`config.mk`:
```
export PLATFORM = sky130hd
export DESIGN_NAME = softstart_seq
export DESIGN_NICKNAME = d
export VERILOG_FILES = /design/src/rtl/ssq_pkg.sv /design/src/rtl/ssq_phase_ctl.sv /design/src/rtl/ssq_ramp.sv /design/src/rtl/ssq_offset.sv /design/src/rtl/ssq_drv_gate.sv /design/src/rtl/softstart_seq.sv
export SDC_FILE = /design/constraint.sdc
export NUM_CORES = 1
export LEC_CHECK = 0
export ABC_AREA = 1
export CAP_MARGIN = 30
export CELL_PAD_IN_SITES_DETAIL_PLACEMENT = 0
export CELL_PAD_IN_SITES_GLOBAL_PLACEMENT = 1
export CORE_MARGIN = 5
export CORE_UTILIZATION = 42
export DETAILED_ROUTE_END_ITERATION = 10
export GPL_TIMING_DRIVEN = 0
export HOLD_SLACK_MARGIN = 0.03
export PLACE_DENSITY_LB_ADDON = 0.1
export SETUP_SLACK_MARGIN = 0.1
export SLEW_MARGIN = 20
export SYNTH_ARGS = -nofsm -noshare
export SYNTH_HDL_FRONTEND = slang
export SYNTH_SLANG_ARGS = --single-unit
```
`constraint.sdc`:
```
create_clock -name clk -period 4 [get_ports clk]
set_clock_uncertainty 0.15 [all_clocks]
set_input_delay 1 -clock clk [delete_from_list [all_inputs] [get_ports clk]]
set_output_delay 1 -clock clk [all_outputs]
set_load 0.01 [all_outputs]
```
`src/rtl/ssq_pkg.sv`:
```
package ssq_pkg;
    typedef enum logic [1:0] {
        PH_OFF    = 2'd0,
        PH_DELAY  = 2'd1,
        PH_COARSE = 2'd2,
        PH_FINE   = 2'd3
    } ssq_phase_e;
endpackage

```
`src/rtl/ssq_phase_ctl.sv`:
```
module ssq_phase_ctl
    import ssq_pkg::*;
#(
    parameter int DELAY_TICKS  = 64,
    parameter int COARSE_TICKS = 640,
    parameter int COARSE_DIV   = 32,
    parameter int FINE_DIV     = 16,
    parameter int OFS_DIV      = 80
) (
    input  logic clk,
    input  logic rst_n,
    input  logic run,
    input  logic tick,
    input  logic halt,
    output logic ramping,
    output logic ramp_start,
    output logic step_big,
    output logic step_small,
    output logic ofs_dec
);
    localparam int SPAN   = (DELAY_TICKS > COARSE_TICKS) ? DELAY_TICKS : COARSE_TICKS;
    localparam int CNT_W  = $clog2(SPAN + 1);
    localparam int DIVMX  = (COARSE_DIV > FINE_DIV) ? COARSE_DIV : FINE_DIV;
    localparam int DIV_W  = $clog2(DIVMX + 1);
    localparam int OCNT_W = $clog2(OFS_DIV + 1);

    localparam logic [CNT_W-1:0]  DLY_LAST = CNT_W'(DELAY_TICKS - 1);
    localparam logic [CNT_W-1:0]  CRS_LAST = CNT_W'(COARSE_TICKS - 1);
    localparam logic [DIV_W-1:0]  CDV_LAST = DIV_W'(COARSE_DIV - 1);
    localparam logic [DIV_W-1:0]  FDV_LAST = DIV_W'(FINE_DIV - 1);
    localparam logic [OCNT_W-1:0] ODV_LAST = OCNT_W'(OFS_DIV - 1);

    typedef struct packed {
        ssq_phase_e        phase;
        logic [CNT_W-1:0]  cnt;
        logic [DIV_W-1:0]  div;
        logic [OCNT_W-1:0] ocnt;
    } ctl_t;

    ctl_t st_q, st_d;

    always_comb begin
        st_d       = st_q;
        ramp_start = 1'b0;
        step_big   = 1'b0;
        step_small = 1'b0;
        ofs_dec    = 1'b0;
        if (!run) begin
            st_d = '{phase: PH_OFF, cnt: '0, div: '0, ocnt: '0};
        end else begin
            unique case (st_q.phase)
                PH_OFF: begin
                    st_d.phase = PH_DELAY;
                    st_d.cnt   = '0;
                end
                PH_DELAY: begin
                    if (tick) begin
                        if (st_q.cnt == DLY_LAST) begin
                            st_d.phase = PH_COARSE;
                            st_d.cnt   = '0;
                            st_d.div   = '0;
                            st_d.ocnt  = '0;
                            ramp_start = 1'b1;
                        end else begin
                            st_d.cnt = st_q.cnt + 1'b1;
                        end
                    end
                end
                PH_COARSE: begin
                    if (tick && !halt) begin
                        if (st_q.div == CDV_LAST) begin
                            st_d.div = '0;
                            step_big = 1'b1;
                        end else begin
                            st_d.div = st_q.div + 1'b1;
                        end
                        if (st_q.ocnt == ODV_LAST) begin
                            st_d.ocnt = '0;
                            ofs_dec   = 1'b1;
                        end else begin
                            st_d.ocnt = st_q.ocnt + 1'b1;
                        end
                        if (st_q.cnt == CRS_LAST) begin
                            st_d.phase = PH_FINE;
                            st_d.cnt   = '0;
                            st_d.div   = '0;
                        end else begin
                            st_d.cnt = st_q.cnt + 1'b1;
                        end
                    end
                end
                PH_FINE: begin
                    if (tick && !halt) begin
                        if (st_q.div == FDV_LAST) begin
                            st_d.div   = '0;
                            step_small = 1'b1;
                        end else begin
                            st_d.div = st_q.div + 1'b1;
                        end
                    end
                end
                default: st_d.phase = PH_OFF;
            endcase
        end
    end

    always_ff @(posedge clk or negedge rst_n) begin
        if (!rst_n) st_q <= '{phase: PH_OFF, cnt: '0, div: '0, ocnt: '0};
        else        st_q <= st_d;
    end

    assign ramping = (st_q.phase == PH_COARSE) || (st_q.phase == PH_FINE);
endmodule

```
`src/rtl/ssq_ramp.sv`:
```
module ssq_ramp #(
    parameter int CODE_W     = 8,
    parameter int BIG_STEP   = 2,
    parameter int SMALL_STEP = 1
) (
    input  logic              clk,
    input  logic              rst_n,
    input  logic              run,
    input  logic              ramping,
    input  logic              ramp_start,
    input  logic              step_big,
    input  logic              step_small,
    input  logic [CODE_W-1:0] target,
    output logic [CODE_W-1:0] code,
    output logic              done_q,
    output logic              done_next
);
    localparam logic [CODE_W:0] INC_BIG   = (CODE_W+1)'(BIG_STEP);
    localparam logic [CODE_W:0] INC_SMALL = (CODE_W+1)'(SMALL_STEP);

    typedef struct packed {
        logic [CODE_W-1:0] code;
        logic              done;
    } ramp_t;

    ramp_t r_q, r_d;
    logic [CODE_W:0] inc;
    logic [CODE_W:0] sum;

    always_comb begin
        r_d = r_q;
        inc = step_big ? INC_BIG : (step_small ? INC_SMALL : '0);
        sum = {1'b0, r_q.code} + inc;
        if (!run) begin
            r_d = '{code: '0, done: 1'b0};
        end else if (!r_q.done) begin
            if (sum > {1'b0, target}) r_d.code = target;
            else                      r_d.code = sum[CODE_W-1:0];
            if ((ramping || ramp_start) && (r_d.code == target)) r_d.done = 1'b1;
        end
    end

    always_ff @(posedge clk or negedge rst_n) begin
        if (!rst_n) r_q <= '{code: '0, done: 1'b0};
        else        r_q <= r_d;
    end

    assign code      = r_q.code;
    assign done_q    = r_q.done;
    assign done_next = r_d.done;
endmodule

```
`src/rtl/ssq_offset.sv`:
```
module ssq_offset #(
    parameter int OFS_W    = 4,
    parameter int OFS_INIT = 8
) (
    input  logic             clk,
    input  logic             rst_n,
    input  logic             run,
    input  logic             dec,
    output logic [OFS_W-1:0] ofs
);
    localparam logic [OFS_W-1:0] START = OFS_W'(OFS_INIT);

    typedef struct packed {
        logic [OFS_W-1:0] val;
    } ofs_t;

    ofs_t o_q, o_d;

    always_comb begin
        o_d = o_q;
        if (!run)                       o_d.val = START;
        else if (dec && o_q.val != '0)  o_d.val = o_q.val - 1'b1;
    end

    always_ff @(posedge clk or negedge rst_n) begin
        if (!rst_n) o_q.val <= START;
        else        o_q <= o_d;
    end

    assign ofs = o_q.val;
endmodule

```
`src/rtl/ssq_drv_gate.sv`:
```
module ssq_drv_gate (
    input  logic clk,
    input  logic rst_n,
    input  logic run,
    input  logic ramping,
    input  logic fb_above,
    input  logic done_next,
    output logic drv_en
);
    typedef struct packed {
        logic en;
    } gate_t;

    gate_t g_q, g_d;

    always_comb begin
        g_d = g_q;
        if (!run) g_d.en = 1'b0;
        else      g_d.en = g_q.en || done_next || (ramping && !fb_above);
    end

    always_ff @(posedge clk or negedge rst_n) begin
        if (!rst_n) g_q.en <= 1'b0;
        else        g_q <= g_d;
    end

    assign drv_en = g_q.en;
endmodule

```
`src/rtl/softstart_seq.sv`:
```
module softstart_seq #(
    parameter int CODE_W       = 8,
    parameter int OFS_W        = 4,
    parameter int OFS_INIT     = 8,
    parameter int DELAY_TICKS  = 64,
    parameter int COARSE_TICKS = 640,
    parameter int COARSE_DIV   = 32,
    parameter int FINE_DIV     = 16,
    parameter int OFS_DIV      = 80
) (
    input  logic              clk,
    input  logic              rst_n,
    input  logic              en_ok,
    input  logic              bias_ok,
    input  logic              tick,
    input  logic              fb_above,
    input  logic [CODE_W-1:0] target,
    output logic [CODE_W-1:0] dac_code,
    output logic [OFS_W-1:0]  ofs_code,
    output logic              drv_en,
    output logic              ss_done
);
    logic run;
    logic ramping, ramp_start, step_big, step_small, ofs_dec;
    logic done_q, done_next;

    assign run = en_ok && bias_ok;

    ssq_phase_ctl #(
        .DELAY_TICKS (DELAY_TICKS),
        .COARSE_TICKS(COARSE_TICKS),
        .COARSE_DIV  (COARSE_DIV),
        .FINE_DIV    (FINE_DIV),
        .OFS_DIV     (OFS_DIV)
    ) u_phase (
        .clk       (clk),
        .rst_n     (rst_n),
        .run       (run),
        .tick      (tick),
        .halt      (done_q),
        .ramping   (ramping),
        .ramp_start(ramp_start),
        .step_big  (step_big),
        .step_small(step_small),
        .ofs_dec   (ofs_dec)
    );

    ssq_ramp #(
        .CODE_W    (CODE_W),
        .BIG_STEP  (2),
        .SMALL_STEP(1)
    ) u_ramp (
        .clk       (clk),
        .rst_n     (rst_n),
        .run       (run),
        .ramping   (ramping),
        .ramp_start(ramp_start),
        .step_big  (step_big),
        .step_small(step_small),
        .target    (target),
        .code      (dac_code),
        .done_q    (done_q),
        .done_next (done_next)
    );

    ssq_offset #(
        .OFS_W   (OFS_W),
        .OFS_INIT(OFS_INIT)
    ) u_ofs (
        .clk  (clk),
        .rst_n(rst_n),
        .run  (run),
        .dec  (ofs_dec),
        .ofs  (ofs_code)
    );

    ssq_drv_gate u_gate (
        .clk      (clk),
        .rst_n    (rst_n),
        .run      (run),
        .ramping  (ramping),
        .fb_above (fb_above),
        .done_next(done_next),
        .drv_en   (drv_en)
    );

    assign ss_done = done_q;
endmodule

```
==> results.sh <==
export IMPL_cts_buffers=5
export IMPL_fp_dieH_um=92.3
export IMPL_fp_dieW_um=92.3
export IMPL_clk_path_buf_depth=2
export IMPL_status="finished, final reports clean"
export IMPL_tritoncts="built"
export IMPL_intPower_mw=0.675
export IMPL_worstSetupPathType="input pin to register"
export IMPL_final_cell_mix="62 x nand2_1, 60 x inv_1, 38 x dfrtp_1, 36 x buf_4, 31 x nand3_1"
export IMPL_wl_met3_um=295
export IMPL_wirelength_um=7680
export IMPL_path_clk_slew_ps=80
export IMPL_io_pins=28
export IMPL_critPathBufInv=8
export IMPL_met2_length_um=3440
export IMPL_yosysWarningCount=0
export IMPL_postLayoutCoreUtil=0.607
export IMPL_antenna_found_initial=0
export IMPL_start_util=0.425
export IMPL_clock_latency_ps=290
export IMPL_syn_area_mm2=0.00284
export IMPL_synth_seq_area_share=0.344
export IMPL_drt_iter0_drc=144
export IMPL_synth_edff_count=0
export IMPL_area_growth_syn_to_layout_pct=42.7
export IMPL_p_switching_mw=0.250
export IMPL_p_clk_frac=0.375
export IMPL_drive_above_1_share=0.286
export IMPL_path_depth=30
export IMPL_crit_path_top_delay_cell="fa_2"
export IMPL_synthFlopType="dfrtp_1"
export IMPL_fmax_mhz=252
export IMPL_syn_inst=396
export IMPL_fin_crit_sh=0.991
export IMPL_fin_nets=507
export IMPL_drtPass1Iterations=4
export IMPL_rows=30
export IMPL_finalSetupTns_ps=0
export IMPL_cp_arrival_ps=4050
export IMPL_gp_congestion=0.805
export IMPL_grt_pass1_wl_um=12700
export IMPL_slew_violations=0
export IMPL_top_layer="met4"
export IMPL_track_usage=0.186
export IMPL_whs_path_depth=2
export IMPL_clockRootBuffer="clkbuf_8"
export IMPL_seqPwrFrac=0.438
export IMPL_combPwrFrac=0.186
export IMPL_ys_types=39
export IMPL_worst_setup_path_start_kind="input pin"
export IMPL_r2r_cells=30
export IMPL_wl_per_cell_um=13.8
export IMPL_antenna_cells=0
export IMPL_first_global_vias=2714
export IMPL_drtAntennaViolNets=0
export IMPL_relSlewSlack=0.649
export IMPL_end_kind="register"
export IMPL_synth_seq_cells=39
export IMPL_vias=2888
export IMPL_hold_path_class="register to register"
export IMPL_numClockSinks=39
export IMPL_core_region_area_mm2=0.00668
export IMPL_p_leak_nw=1.87
export IMPL_viasPerCell=5.20
export IMPL_max_cap_violations=0
export IMPL_grt_overflow=0
export IMPL_htree_levels=2
export IMPL_cp_required_ps=4090
export IMPL_tightest_slew_ps=527
export IMPL_crit_family="simple AND/OR/NAND/NOR gates"
export IMPL_drc=0
export IMPL_peakVddDrop_mv=0.165
export IMPL_final_common_cell="nand2_1"
export IMPL_async_reset_ff_frac=1.00
export IMPL_finalHoldViolCount=0
export IMPL_crit_fanout=5
export IMPL_synth_nets=429
export IMPL_place_hpwl_um=5190
export IMPL_cp_common_cell="nand2_1"
export IMPL_power_density_mw_per_mm2=228
export IMPL_rsz0062_at_grt="true"
export IMPL_grt_max_degree=21
export IMPL_fill_cells=607
export IMPL_port_buffers=27
export IMPL_synth_avg_cell_area_um2=7.18
export IMPL_dieArea_mm2=0.00851
export IMPL_drt_met1_wl_um=3820
export IMPL_period_minus_slack_ps=3960
export IMPL_setup_viol=0
export IMPL_cp_slowest_stage_delay_ps=350
export IMPL_p_sw_frac=0.270
-- state kept, by name, indices dropped and copies added (netlist names) --
| signal | count |
|---|---|
| u_ofs.ofs | 4 |
| u_phase.st_q | 25 |
| u_gate.drv_en | 1 |
| u_ramp.done_q | 1 |
| u_ramp.code | 8 |
-- per-layer routing --
metal	up-vias	GRT usage
li1	1451	-
met1	1366	0.271
met2	55	0.279
met3	16	0.0295
met4	0	0.0606
met5	-	0
-- timing repair --
action,CTS,global route
resized for setup,58,42
setup endpoints to repair,10,31
buffers inserted,32,10
gates cloned,2,1
hold buffers,0,0
pin swaps,23,21
-- power by group through the flow --
| stage | registers (mW) | logic [mW] | clock network [mW] |
|---|---|---|---|
| after global routing | 0.406 | 0.193 | 0.370 |
| after detailed placement | 0.413 | 0.127 | 0 |
| after floorplan | 0.413 | 0.0781 | 0 |
| final | 0.405 | 0.172 | 0.347 |
| after global placement | 0.413 | 0.123 | 0 |
| after CTS | 0.405 | 0.154 | 0.353 |
-- cell usage after synthesis, types with 3 or more instances --
| master | n | share of area |
|---|---|---|
| ha_1 | 18 | 0.079 |
| nand2_1 | 73 | 0.096 |
| xor2_1 | 4 | 0.012 |
| nand3_1 | 36 | 0.063 |
| inv_2 | 11 | 0.015 |
| nand2_2 | 3 | 0.0066 |
| inv_1 | 64 | 0.085 |
| a21oi_1 | 13 | 0.023 |
| o22ai_1 | 5 | 0.011 |
| a22oi_1 | 3 | 0.0079 |
| nor2_2 | 3 | 0.0066 |
| nor2_1 | 35 | 0.046 |
| o21ai_0 | 21 | 0.037 |
| nand3_2 | 7 | 0.025 |
| dfrtp_1 | 38 | 0.33 |
| o21ai_1 | 14 | 0.025 |
| nand4_1 | 6 | 0.013 |
| nor3_1 | 17 | 0.030 |
-- stage by stage --
stage	worst slack (ps)	power [mW]	cell area [µm²]	instances	hold WS, ps
5_1_grt	-201	0.970	4060	555	423
6_report	37.5	0.925	4060	555	389
3_3_place_gp	-1110	0.536	3230	503	370
3_5_place_dp	-1080	0.540	3250	504	383
2_1_floorplan	114	0.491	2860	396	360
4_1_cts	-35.0	0.912	3820	546	391
-- cells by family after synthesis --
logic type / count (synthesis) / share of synthesized area
compound gates: 62 / 0.121
xor+xnor: 6 / 0.0211
fa+ha+maj: 19 / 0.0863
buf+inv: 80 / 0.110
flops: 39 / 0.344
simple gates: 190 / 0.318
-- worst paths after layout --
kind / slack, ps / startpoint / end
setup / recovery: 40 / tick / u_gate.drv_en
hold / removal: 390 / u_ofs.ofs[3] / u_ofs.ofs[3]
setup reg to reg: 90 / u_phase.st_q[7] / u_gate.drv_en
hold reg to reg: 390 / u_ofs.ofs[3] / u_ofs.ofs[3]
max in group asynchronous: 2620 / rst_n / u_ofs.ofs[3]
min in group asynchronous: 520 / rst_n / u_ramp.code[1]
-- worst min-delay path: stages, from the launching register on --
cell and delay [ps]:
dfstp_2 390, o21ai_0 70, nand3b_1 80
-- layout make-up --
| class | instances | area (µm²) | share of cell area |
|---|---|---|---|
| Clock inverter | 2 | 35.0 | 0.00864 |
| Multi-Input combinational cell | 277 | 1830 | 0.451 |
| Sequential cell | 39 | 977 | 0.241 |
| Inverter | 75 | 289 | 0.0713 |
| Buffer | 4 | 37.5 | 0.00925 |
| Tap cell | 80 | 100 | 0.0247 |
| Clock buffer | 6 | 82.6 | 0.0204 |
| Timing Repair Buffer | 72 | 707 | 0.174 |
No activity file was read; power rests on OpenSTA's default activity.
